**config.mk**
```make
export PLATFORM = sky130hd
export DESIGN_NAME = pio_clock_conv
export DESIGN_NICKNAME = d
export VERILOG_FILES = /design/src/rtl/pio_clock_conv.sv
export SDC_FILE = /design/constraint.sdc
export NUM_CORES = 2
export LEC_CHECK = 0
export BUFFER_PORTS_ARGS = -buffer_cell sky130_fd_sc_hd__buf_2
export CAP_MARGIN = 5
export CORE_ASPECT_RATIO = 0.5
export CORE_MARGIN = 4
export CORE_UTILIZATION = 30
export DETAILED_ROUTE_END_ITERATION = 8
export GPL_ROUTABILITY_DRIVEN = 0
export HOLD_SLACK_MARGIN = 0.03
export PLACE_DENSITY = 0.53
export SYNTH_ARGS = -nofsm -noshare
export SYNTH_HDL_FRONTEND = slang
export SYNTH_SLANG_ARGS = --single-unit
```
**constraint.sdc**
```tcl
create_clock -name clk -period 1.2 [get_ports clk]
set_input_delay 0.06 -clock clk [delete_from_list [all_inputs] [get_ports clk]]
set_output_delay 0.06 -clock clk [all_outputs]
set_load 0.05 [all_outputs]
```
**src/rtl/pio_clock_conv.sv**
```systemverilog
module pio_clock_conv #(
  parameter int NS_W  = 10,
  parameter int MHZ_W = 8
) (
  input  logic                clk,
  input  logic                rst_n,
  input  logic                start,
  input  logic [MHZ_W-1:0]    bus_mhz,
  input  logic [1:0]          present,
  input  logic [2*NS_W-1:0]   setup_ns,
  input  logic [2*NS_W-1:0]   active_ns,
  input  logic [2*NS_W-1:0]   cycle_ns,
  output logic                done,
  output logic [5:0]          addr_clk,
  output logic [9:0]          act_clk,
  output logic [9:0]          rec_clk,
  output logic [15:0]         cycle_byte,
  output logic [2:0]          shared_addr
);
  localparam int PW = NS_W + MHZ_W + 1;
  typedef logic [PW-1:0] wide_t;

  function automatic wide_t ns_to_clk(input logic [NS_W-1:0] ns, input logic [MHZ_W-1:0] mhz);
    return (wide_t'(ns) * wide_t'(mhz) + wide_t'(999)) / wide_t'(1000);
  endfunction

  function automatic wide_t clamp(input wide_t v, input wide_t lo, input wide_t hi);
    return (v < lo) ? lo : ((v > hi) ? hi : v);
  endfunction

  logic [5:0] a_nx;
  logic [2:0] sh_nx;

  for (genvar d = 0; d < 2; d++) begin : g_drv
    logic [NS_W-1:0] s_ns, ac_ns, cy_ns, rc_ns;
    logic [NS_W+1:0] used;
    logic [4:0]      ac_nx, r_nx;
    logic [2:0]      a_q;
    logic [4:0]      ac_q, r_q;

    assign s_ns  = setup_ns[d*NS_W +: NS_W];
    assign ac_ns = active_ns[d*NS_W +: NS_W];
    assign cy_ns = cycle_ns[d*NS_W +: NS_W];
    assign used  = {2'b00, s_ns} + {2'b00, ac_ns};
    assign rc_ns = ({2'b00, cy_ns} > used) ? NS_W'({2'b00, cy_ns} - used) : '0;

    assign a_nx[d*3 +: 3] = present[d] ?
      3'(clamp(ns_to_clk(s_ns, bus_mhz), wide_t'(1), wide_t'(4))) : 3'd1;
    assign ac_nx = present[d] ?
      5'(clamp(ns_to_clk(ac_ns, bus_mhz), wide_t'(1), wide_t'(16))) : 5'd1;
    assign r_nx = present[d] ?
      5'(clamp(ns_to_clk(rc_ns, bus_mhz), wide_t'(2), wide_t'(17))) : 5'd2;

    always_ff @(posedge clk or negedge rst_n) begin
      if (!rst_n) begin
        a_q  <= 3'd1;
        ac_q <= 5'd1;
        r_q  <= 5'd2;
      end else if (start) begin
        a_q  <= a_nx[d*3 +: 3];
        ac_q <= ac_nx;
        r_q  <= r_nx;
      end
    end

    assign addr_clk[d*3 +: 3]   = a_q;
    assign act_clk[d*5 +: 5]    = ac_q;
    assign rec_clk[d*5 +: 5]    = r_q;
    assign cycle_byte[d*8 +: 8] = {4'(ac_q - 5'd1), 4'(r_q - 5'd2)};

    AST_ADDR_RANGE: assert property (@(posedge clk) disable iff (!rst_n)
      a_q >= 3'd1 && a_q <= 3'd4);
    AST_ACT_RANGE: assert property (@(posedge clk) disable iff (!rst_n)
      ac_q >= 5'd1 && ac_q <= 5'd16);
    AST_REC_RANGE: assert property (@(posedge clk) disable iff (!rst_n)
      r_q >= 5'd2 && r_q <= 5'd17);
    AST_ABSENT_MIN: assert property (@(posedge clk) disable iff (!rst_n)
      start && !present[d] |=> a_q == 3'd1 && ac_q == 5'd1 && r_q == 5'd2);
  end

  assign sh_nx = (a_nx[2:0] > a_nx[5:3]) ? a_nx[2:0] : a_nx[5:3];

  always_ff @(posedge clk or negedge rst_n) begin
    if (!rst_n) begin
      done        <= 1'b0;
      shared_addr <= 3'd1;
    end else begin
      done <= start;
      if (start) shared_addr <= sh_nx;
    end
  end

  AST_SHARED_MAX: assert property (@(posedge clk) disable iff (!rst_n)
    shared_addr >= addr_clk[2:0] && shared_addr >= addr_clk[5:3] &&
    (shared_addr == addr_clk[2:0] || shared_addr == addr_clk[5:3]));
  AST_DONE_PULSE: assert property (@(posedge clk) disable iff (!rst_n)
    done |-> $past(start));
  AST_HOLD: assert property (@(posedge clk) disable iff (!rst_n)
    !$past(start) |-> $stable(addr_clk) && $stable(act_clk) && $stable(rec_clk) &&
                      $stable(shared_addr));
endmodule

```
==> metrics.md <==
| Metric | Value |
|---|---|
| Leading post-synthesis cells by instance count | `sky130_fd_sc_hd__nand2_1 (526), sky130_fd_sc_hd__inv_1 (489), sky130_fd_sc_hd__ha_1 (319), sky130_fd_sc_hd__fa_1 (316), sky130_fd_sc_hd__nor2_1 (284)` |
| Clock input transition at the sequential cells of the worst setup and hold paths | `80 ps` |
| Final worst-path cycle share | `1020%` |
| Core ar. | `0.116 sq mm` |
| Detail-routed net length per standard cell | `16.0 microns` |
| Ports placed on the boundary | `119` |
| Maximum fanout encountered on the critical timing path | `7` |
| Worst-margin pin slew | `826 ps` |
| Most common cell in the netlist | `sky130_fd_sc_hd__nand2_1` |
| Quantity of I/O buffers inserted on ports | `118` |
| RSZ-0062 raised after global routing | `true` |
| Critical path class | `primary input to flop` |
| Cell taking the most area after synthesis | `sky130_fd_sc_hd__fa_1` |
| Layout cells sized above 1 | `44.6%` |
| Die boundary width | `491 microns` |
| WP data arrival | `12400 ps` |
| Max H-tree Level | `2` |
| Die H | `249 microns` |
| Post-synthesis register bit count | `30` |
| Final Hold Viols | `0` |
| Count of endpoints failing setup in the final report | `46` |
| Number of global-route vias before repair | `41.6k` |
| Post-DRT Antenna Nets | `0` |
| Clock buffers created by TritonCTS | `5` |
| Gate count after technology mapping | `4650` |
| Most prevalent standard cell on the critical path | `sky130_fd_sc_hd__a21o_1` |
| Synth warnings | `0` |
| Max-slew headroom | `44.6%` |
| Proportion of netlist area held by the largest area contributor | `18.1%` |
| Post-layout minimum cycle time | `12180 ps` |
| Layout filler cell count | `10.7k` |
| Root buf cell | `sky130_fd_sc_hd__clkbuf_16` |
| Run status | `finished, violations left` |
| Number of antenna violations at the first check in global routing | `18` |
| Hold Path Class | `primary input to asynchronous set/reset pin` |
| Global-route wire length before repair | `206 mm` |
| Highest achievable clock rate | `0.0821 GHz` |
| Count of unique library cells instantiated by Yosys | `146` |
| Initial DRC Count | `2061` |
| Total wire length after detailed routing | `127 mm` |
| Final critical-path setup slack | `-10980 ps` |
| Mapped cell area | `0.0350 sq mm` |
| Portion of the post-synthesis area used by sequential elements | `2.17%` |
| Crit. End Element | `flop` |
| Sink Count | `30` |
| Row count | `88` |
| Instance area at placement | `0.0507 sq mm` |
| Fin. max-slew vios | `0` |
| Critical Path Max Stage Delay | `580 ps` |
| Number of violations of the max-capacitance limit | `0` |
| Starting density of the core | `30.3%` |
| Share of synthesized registers carrying an async set or reset | `100%` |
| Synthesized netlist net count | `5358` |
| Clock latency at the later pin of the worst-skew pair | `320 ps` |
| Sort of element at the start of the critical path | `primary input` |
| Number of synthesized flops with an enable pin | `0` |
| Average vias per placed instance | `5.19` |
| First-pass iteration count of the detailed router | `5` |
| Largest net degree at the start of global routing | `21` |
| CTS tree | `done` |
| Data required time of the critical path | `1410 ps` |
| DRC Markers | `0` |
| Max clock buf depth | `2` |
| Largest cells by area after synthesis | `sky130_fd_sc_hd__fa_1 (18%), sky130_fd_sc_hd__ha_1 (11%), sky130_fd_sc_hd__nand2_1 (5.6%)` |
| Post-route design area | `0.0568 sq mm` |
| Total global routing overflow | `0` |
| Primary FF master, synth | `sky130_fd_sc_hd__dfrtp_1` |
| Detailed-placement wirelength estimate | `103 mm` |
| Worst setup slack for register-to-register paths | `0 ps` |
| Routed vias | `41.2k` |
| Failing checks | `setup timing` |
| Total GRT Usage | `19.5%` |
| Post-Syn Area per Cell | `7.52 sq um` |
| Total number of nets in the final design | `7105` |
| Cell at the slowest stage of the critical path | `sky130_fd_sc_hd__or4_4` |
| Area added between synthesis and finish | `62.5%` |
| Layout Skew | `0 ps` |
| Die Footprint | `0.122 sq mm` |
[cell usage in the layout (no fill, tap or decap), types with 29 or more instances in the layout]
| master | count |
|---|---|
| sky130_fd_sc_hd__a21o_1 | 97 |
| sky130_fd_sc_hd__a21oi_1 | 178 |
| sky130_fd_sc_hd__a21oi_2 | 46 |
| sky130_fd_sc_hd__a31oi_1 | 57 |
| sky130_fd_sc_hd__and2_1 | 228 |
| sky130_fd_sc_hd__and2_4 | 36 |
| sky130_fd_sc_hd__and3_1 | 33 |
| sky130_fd_sc_hd__buf_2 | 68 |
| sky130_fd_sc_hd__buf_4 | 1680 |
| sky130_fd_sc_hd__buf_6 | 121 |
| sky130_fd_sc_hd__fa_1 | 295 |
| sky130_fd_sc_hd__ha_1 | 270 |
| sky130_fd_sc_hd__ha_4 | 43 |
| sky130_fd_sc_hd__inv_1 | 448 |
| sky130_fd_sc_hd__inv_2 | 32 |
| sky130_fd_sc_hd__mux2i_1 | 39 |
| sky130_fd_sc_hd__nand2_1 | 469 |
| sky130_fd_sc_hd__nand2_2 | 40 |
| sky130_fd_sc_hd__nand2b_1 | 31 |
| sky130_fd_sc_hd__nand3_1 | 97 |
| sky130_fd_sc_hd__nand4_1 | 52 |
| sky130_fd_sc_hd__nor2_1 | 232 |
| sky130_fd_sc_hd__nor2_4 | 29 |
| sky130_fd_sc_hd__nor3_1 | 103 |
| sky130_fd_sc_hd__o211ai_1 | 62 |
| sky130_fd_sc_hd__o21a_1 | 42 |
| sky130_fd_sc_hd__o21ai_0 | 128 |
| sky130_fd_sc_hd__o21ai_1 | 43 |
| sky130_fd_sc_hd__xnor2_1 | 120 |
| sky130_fd_sc_hd__xor2_1 | 54 |
[registers in the layout, indices dropped and copies added, names as in the netlist]
register / cells
g_drv.ac_q: 10
g_drv.r_q: 10
g_drv.a_q: 6
shared_addr: 3
done: 1
[area by class of cell]
| cell class | instances | area [sq um] | share of cell area, % |
|---|---|---|---|
| Sequential cell | 30 | 776 | 1.37 |
| Timing Repair Buffer | 1914 | 15100 | 26.5 |
| Tap cell | 1530 | 1910 | 3.37 |
| Clock buffer | 6 | 129 | 0.227 |
| Inverter | 490 | 1870 | 3.30 |
| Multi-Input combinational cell | 3956 | 37000 | 65.1 |
| Antenna cell | 10 | 25.0 | 0.0441 |
| Clock inverter | 2 | 37.5 | 0.0661 |
[cell families after synthesis]
kind of cell             after synthesis  synth area share (%)
multiplexers                          95                  2.96
buffers and inverters                667                  7.39
XOR/XNOR                             224                  5.86
AND/OR/NAND/NOR                     1699                  24.6
adder cells (fa/ha/maj)              649                  29.9
AO/OA/AOI/OAI                       1286                  27.1
flip-flops                            30                  2.17
[critical path, delay by kind of cell]
kind / cells / cell delay, ps
AOI/OAI and AO/OA: 21 / 3800
muxes: 4 / 950
xor gates and xnor gates: 2 / 210
buffers and inverters: 13 / 1320
and+or+nand+nor: 12 / 3050
adders and majority gates: 8 / 2980
[worst paths after layout]
check | cells after the start | end | from
max | 60 | g_drv[0].r_q[0] | active_ns[0]
min | 2 | shared_addr[1] | rst_n
max reg2reg | 4 | g_drv[0].r_q[1] | g_drv[0].r_q[1]
min reg2reg | 2 | g_drv[0].a_q[0] | g_drv[0].a_q[0]
max in group asynchronous | 3 | g_drv[1].r_q[1] | rst_n
min in group clk | 3 | g_drv[0].r_q[2] | start
[per-stage QoR]
step                utilization [%]  setup TNS (ps)  std cells  setup slack (ps)  hold WS, ps
floorplan                         -         -255910       4650            -11130         -236
global placement               43.9         -274600       7658            -11320        -1.65
detailed placement             43.9         -279150       7658            -11630         13.5
CTS                            46.7         -262030       7818            -10890          203
global route                   49.2         -276920       7938            -11510          257
finish                         49.2         -264030       7938            -10980          224
[per-layer routing]
layer  global-route usage (%)  up-vias  wire, microns
met5                        0        -              0
met4                     6.29        0           3850
met3                    0.840      164           3070
met2                     35.2      790          63300
met1                     25.1    20100          56400
li1                         -    20100              -
[timing repair]
action                     in CTS  in global routing
gates resized for setup       444                425
gates cloned                    4                  1
setup endpoints to repair      54                 48
buffers inserted              148                127
hold buffers                    1                  0
hold endpoints to repair       27                  0
pin swaps                     236                248
Power is not shown: default switching activity piles up to over one toggle a cycle in this logic, so the estimate is an artifact.
